===== config.mk =====
export PLATFORM = sky130hd
export DESIGN_NAME = slot_age_tracker
export DESIGN_NICKNAME = d
export VERILOG_FILES = /design/src/rtl/sat_pkg.sv /design/src/rtl/sat_slot_cell.sv /design/src/rtl/sat_rst_hold.sv /design/src/rtl/slot_age_tracker.sv
export SDC_FILE = /design/constraint.sdc
export NUM_CORES = 2
export LEC_CHECK = 0
export BUFFER_PORTS_ARGS = -buffer_cell sky130_fd_sc_hd__buf_2
export CELL_PAD_IN_SITES_DETAIL_PLACEMENT = 1
export CELL_PAD_IN_SITES_GLOBAL_PLACEMENT = 1
export CORE_MARGIN = 1.5
export CORE_UTILIZATION = 50
export CTS_BUF_LIST = sky130_fd_sc_hd__clkbuf_2
export DETAILED_ROUTE_END_ITERATION = 6
export GPL_ROUTABILITY_DRIVEN = 0
export PLACE_DENSITY = 0.81
export SLEW_MARGIN = 40
export SYNTH_ARGS = -nofsm -noshare
export SYNTH_HDL_FRONTEND = slang
export SYNTH_SLANG_ARGS = --single-unit

===== constraint.sdc =====
create_clock -name clk -period 9.25 [get_ports clk]
set_clock_uncertainty 0.1 [all_clocks]
set_input_delay 1.85 -clock clk [delete_from_list [all_inputs] [get_ports clk]]
set_output_delay 1.85 -clock clk [all_outputs]
set_load 0.1 [all_outputs]

===== src/rtl/sat_pkg.sv =====
package sat_pkg;
   // width able to hold values 0..n, never below one bit
   function automatic int cnt_width(input int n);
      return (n < 1) ? 1 : $clog2(n + 1);
   endfunction

   typedef struct packed {
      logic fresh;   // short flag: first hit of this crossing already taken
      logic live;    // long flag: contents belong to current ring pass
   } slot_flags_t;
endpackage


===== src/rtl/sat_slot_cell.sv =====
module sat_slot_cell
   import sat_pkg::*;
#(
   parameter int SHORT_TICKS = 1,
   parameter int LONG_TICKS  = 64,
   localparam int AGE_W      = cnt_width(LONG_TICKS)
) (
   input  logic        clk,
   input  logic        rst_n,
   input  logic        tick,
   input  logic        load,
   output slot_flags_t flags_o
);
   logic [AGE_W-1:0] age_q;
   logic [AGE_W-1:0] age_nx;
   slot_flags_t      flags_q;

   assign age_nx  = age_q + 1'b1;
   assign flags_o = flags_q;

   always_ff @(posedge clk or negedge rst_n) begin
      if (!rst_n) begin
         age_q         <= '0;
         flags_q.fresh <= 1'b0;
         flags_q.live  <= 1'b0;
      end else if (load) begin
         age_q         <= '0;
         flags_q.fresh <= 1'b1;
         flags_q.live  <= 1'b1;
      end else if (tick && flags_q.live) begin
         age_q <= age_nx;
         if (age_nx >= AGE_W'(SHORT_TICKS)) flags_q.fresh <= 1'b0;
         if (age_nx >= AGE_W'(LONG_TICKS))  flags_q.live  <= 1'b0;
      end
   end
endmodule


===== src/rtl/sat_rst_hold.sv =====
module sat_rst_hold
   import sat_pkg::*;
#(
   parameter int RST_CYCLES = 4,
   localparam int HOLD_W    = cnt_width(RST_CYCLES)
) (
   input  logic clk,
   input  logic rst_n,
   input  logic load,
   output logic busy_o
);
   logic [HOLD_W-1:0] cnt_q;

   always_ff @(posedge clk or negedge rst_n) begin
      if (!rst_n)            cnt_q <= '0;
      else if (load)         cnt_q <= HOLD_W'(RST_CYCLES);
      else if (cnt_q != '0)  cnt_q <= cnt_q - 1'b1;
   end

   assign busy_o = (cnt_q != '0);
endmodule


===== src/rtl/slot_age_tracker.sv =====
module slot_age_tracker
   import sat_pkg::*;
#(
   parameter int NUM_SLOTS   = 64,
   parameter int SHORT_TICKS = 1,
   parameter int LONG_TICKS  = 64,
   parameter int RST_CYCLES  = 4,
   localparam int SLOT_W     = $clog2(NUM_SLOTS)
) (
   input  logic                 clk,
   input  logic                 rst_n,
   input  logic                 bco_tick,
   input  logic                 wr_en,
   input  logic [SLOT_W-1:0]    wr_slot,
   input  logic                 bco_cmp,
   input  logic                 rd_en,
   input  logic [SLOT_W-1:0]    rd_slot,
   output logic [NUM_SLOTS-1:0] fifo_rst,
   output logic                 wr_ok,
   output logic                 rd_valid
);
   // elaboration-time parameter checks
   if (NUM_SLOTS < 2 || (1 << SLOT_W) != NUM_SLOTS) begin : g_bad_slots
      $error("NUM_SLOTS must be a power of two, at least 2");
   end
   if (SHORT_TICKS < 1 || SHORT_TICKS > LONG_TICKS) begin : g_bad_short
      $error("SHORT_TICKS must lie in 1..LONG_TICKS");
   end
   if (RST_CYCLES < 0) begin : g_bad_hold
      $error("RST_CYCLES must not be negative");
   end

   slot_flags_t [NUM_SLOTS-1:0] flags_v;
   logic        [NUM_SLOTS-1:0] busy_v;
   logic                        sel_busy;
   logic                        sel_first;
   logic                        do_rst;

   for (genvar s = 0; s < NUM_SLOTS; s++) begin : g_slot
      sat_slot_cell #(
         .SHORT_TICKS (SHORT_TICKS),
         .LONG_TICKS  (LONG_TICKS)
      ) cell_i (
         .clk     (clk),
         .rst_n   (rst_n),
         .tick    (bco_tick),
         .load    (fifo_rst[s]),
         .flags_o (flags_v[s])
      );
   end

   // variant: with or without a reset hold-off timer
   if (RST_CYCLES > 0) begin : g_hold
      for (genvar s = 0; s < NUM_SLOTS; s++) begin : g_timer
         sat_rst_hold #(.RST_CYCLES(RST_CYCLES)) hold_i (
            .clk    (clk),
            .rst_n  (rst_n),
            .load   (fifo_rst[s]),
            .busy_o (busy_v[s])
         );
      end
   end else begin : g_nohold
      assign busy_v = '0;
   end

   assign sel_busy  = busy_v[wr_slot];
   assign sel_first = !flags_v[wr_slot].fresh;
   assign do_rst    = wr_en && !sel_busy && (sel_first || bco_cmp);

   always_comb begin
      fifo_rst = '0;
      if (do_rst) fifo_rst[wr_slot] = 1'b1;
   end

   assign wr_ok    = wr_en && !sel_busy && !do_rst;
   assign rd_valid = rd_en && flags_v[rd_slot].live;
endmodule


==> results by group <==
Run status
  • Status: completed

CTS
  • Sink Count: 768
  • Post-CTS setup buffers: 0
  • Clock latency on the worst-skew pair: 1.60 ns
  • Root Driver: clkbuf_2
  • TritonCTS clock tree: built
  • H-tree levels: 4
  • Post-CTS sizing: 0
  • Worst-path clk slew: 0.09 ns
  • TritonCTS buffer count: 205
  • CTS Buffer Depth: 3
  • # hold bufs at CTS: 1

Worst hold path
  • Hold EP: g_slot[43].cell_i.flags_o[1]$_DFFE_PN0P_
  • Hold_sp: g_slot[43].cell_i.flags_o[1]$_DFFE_PN0P_
  • WHS Path Cells: 1
  • Hold crit path type: reg -> reg

Logic synthesis
  • Mapped cell area: 46,100 µm²
  • Post-synth ARST share: 1.00
  • EDFF count, synth: 0
  • Post-synth cell types: 84
  • Synth Register Bits: 768
  • Syn Area/Cell: 9.40 µm²
  • Main synth FF type: dfrtp_1
  • Yosys Warn Count: 0
  • Syn nets: 5,172
  • Sequential element share of the synthesized area: 0.417
  • Synth Instances: 4,898

Global routing
  • First-pass GRT wire length: 205,000 µm
  • Largest net degree at the start of global routing: 153
  • Total GRT Usage: 0.272
  • Vias in the first global route: 38,400
  • GR Overflow Total: 0
  • Initial antenna violation count: 15

STA
  • Max_slew headroom: 0.310
  • Period Utilization, post-route: 0.870
  • Tmin final: 8.05 ns
  • Slew Viols, Final: 0
  • F_max: 124 MHz
  • Unrepaired setup endpoints after global routing: no
  • Fin Setup TNS: 0 ns
  • Final setup vio count: 0
  • Final-report hold violation count: 0
  • Worst Tran Pin Value: 1.04 ns

Finish
  • Cell Count, Final, Fillers Out: 6,394
  • Most common cell after layout, fill and taps aside: dfrtp_1
  • Fin area: 49,500 µm²
  • Sequential cell area: 19,200 µm²
  • Fraction of layout cells with a size suffix above 1: 0.134
  • Multi-input logic area: 24,000 µm²
  • Final core occ: 0.541
  • Filler cells: 10,700
  • Most frequent cells in the layout: 768 x dfrtp_1, 726 x nor2_1, 437 x xnor2_1
  • Nets@finish: 5,310
  • Synthesis-to-layout area growth: 7.45%

Critical path
  • FF-to-FF Start: g_hold.g_timer[56].hold_i.cnt_q[0]$_DFFE_PN0P_
  • Crit. End Element: output port
  • Worst r2r dst: g_slot[49].cell_i.age_q[3]$_DFFE_PN0P_
  • Worst path arrival time: 6.10 ns
  • Element type at the critical path start: input pin
  • Reg2reg setup slack: 4.98 ns
  • R2R cell count: 11
  • CP Max Fanout: 38
  • Setup CP Type: in -> out
  • CP required: 7.30 ns

Run
  • Total of max-cap violations: 0

Routing
  • DRT iter0 DRCs: 2,177
  • Post-route ant nets: 0
  • Pre-Repair DR Iteration Count: 5
  • Vias: 36,100
  • WL final: 126,000 µm
  • DR WL/cell: 19.8 µm
  • Vias/cell: 5.65
  • DRC: 0

Floorplan
  • Rows: 111
  • Total die area: 93,900 µm²
  • IO Pins: 84
  • Die span in y: 306 µm
  • Core box area: 91,500 µm²
  • Initial core utilization: 0.503
  • DIE WIDTH: 306 µm

Place
  • I/O Buffers: 83
  • Placed cell area: 47,400 µm²
  • Dpl cells: 6,005
  • DPL Wire Length: 90,300 µm

Pwr
  • Pleak: 0.0231 µW
  • Worst IR Drop VDD: 124 µV
  • Pwr per Cell Area: 269 nW/µm²
## cell usage after synthesis, types with 32 or more instances
| cell | number | area, µm² |
|---|---|---|
| dfrtp_1 | 768 | 19200 |
| nor2_1 | 726 | 2730 |
| xnor2_1 | 437 | 3830 |
| nand2_1 | 371 | 1390 |
| inv_1 | 326 | 1220 |
| nand3_1 | 286 | 1430 |
| ha_1 | 256 | 3200 |
| xor2_1 | 156 | 1370 |
| a21oi_1 | 140 | 701 |
| nor3_1 | 128 | 641 |
| buf_4 | 103 | 773 |
| nor2_2 | 92 | 576 |
| a21o_1 | 85 | 638 |
| nand2b_1 | 81 | 507 |
| nor2b_1 | 67 | 419 |
| a211o_1 | 65 | 569 |
| nand4_1 | 64 | 400 |
| nor4_4 | 57 | 1210 |
| clkbuf_1 | 53 | 199 |
| o21ai_0 | 53 | 265 |
| a31oi_1 | 51 | 319 |
| and3_1 | 49 | 307 |
| nor4_1 | 44 | 275 |
| buf_6 | 35 | 394 |
| or3_1 | 32 | 200 |
## critical path, stage by stage
cell      delay, ns
buf_2          0.58
inv_2          0.22
and2_1         0.37
a221oi_2       0.30
a31oi_1        0.17
or4b_4         0.91
buf_12         0.38
nor4_4         0.70
buf_2          0.55
## where the power goes
| group | internal (µW) | switching [µW] |
|---|---|---|
| registers | 4450 | 1170 |
| logic | 2230 | 2980 |
| clock network | 932 | 1550 |
| total | 7610 | 5700 |
## per-layer routing
metal  routed length (µm)  global-route usage  up-vias  share of wire
met2                61400               0.461      721           0.49
met4                 4460               0.119        6          0.035
met5                   38                   0        -        0.00030
li1                     -                   -    16800              -
met3                 6700              0.0512      265          0.053
met1                53900               0.340    18300           0.43
## sequential cells by signal, summed over array words and instances (netlist names)
register and cells:
g_slot.cell_i.flags_o 128, g_slot.cell_i.age_q 448, g_hold.g_timer.hold_i.cnt_q 192
## stage by stage
step | hold slack [ns] | total power [µW] | setup WS (ns)
2_1_floorplan | 0.342 | 9280 | 0.737
3_3_place_gp | 0.368 | 10300 | 1.26
3_5_place_dp | 0.380 | 10800 | 1.18
4_1_cts | 0.403 | 13400 | 1.15
5_1_grt | 0.425 | 14400 | 1.02
6_report | 0.398 | 13300 | 1.20
## worst max path at each step
stage	from	to	slack (ns)	cells after the start
after CTS	wr_slot[2]	fifo_rst[42]	1.15	9
after floorplan	wr_slot[2]	wr_ok	0.74	11
after global routing	wr_slot[2]	fifo_rst[33]	1.02	9
after global placement	wr_slot[2]	fifo_rst[49]	1.26	9
after detailed placement	wr_slot[2]	fifo_rst[42]	1.18	9
final	wr_slot[2]	fifo_rst[33]	1.20	9
## layout make-up
class | count | share of cell area
repair buffers | 163 | 0.0326
clock buffers | 295 | 0.0298
multi-input cells | 3571 | 0.486
inverters | 327 | 0.0248
well taps | 1186 | 0.0300
diodes | 20 | 0.00101
flip-flops and latches | 768 | 0.388
clock inverters | 64 | 0.00746
## cells by family (layout without fill, tap and decap cells)
| group | after synthesis | after routing | synth area share |
|---|---|---|---|
| xor gates and xnor gates | 593 | 593 | 0.113 |
| AOI/OAI and AO/OA | 577 | 577 | 0.0872 |
| muxes | 39 | 39 | 0.0148 |
| other | 0 | 20 | 0 |
| DFF | 768 | 768 | 0.417 |
| and+or+nand+nor | 2106 | 2106 | 0.237 |
| adders and majority gates | 256 | 256 | 0.0696 |
| buffers and inverters | 559 | 849 | 0.0613 |
Note: power is estimated with default switching activity, not from simulation.
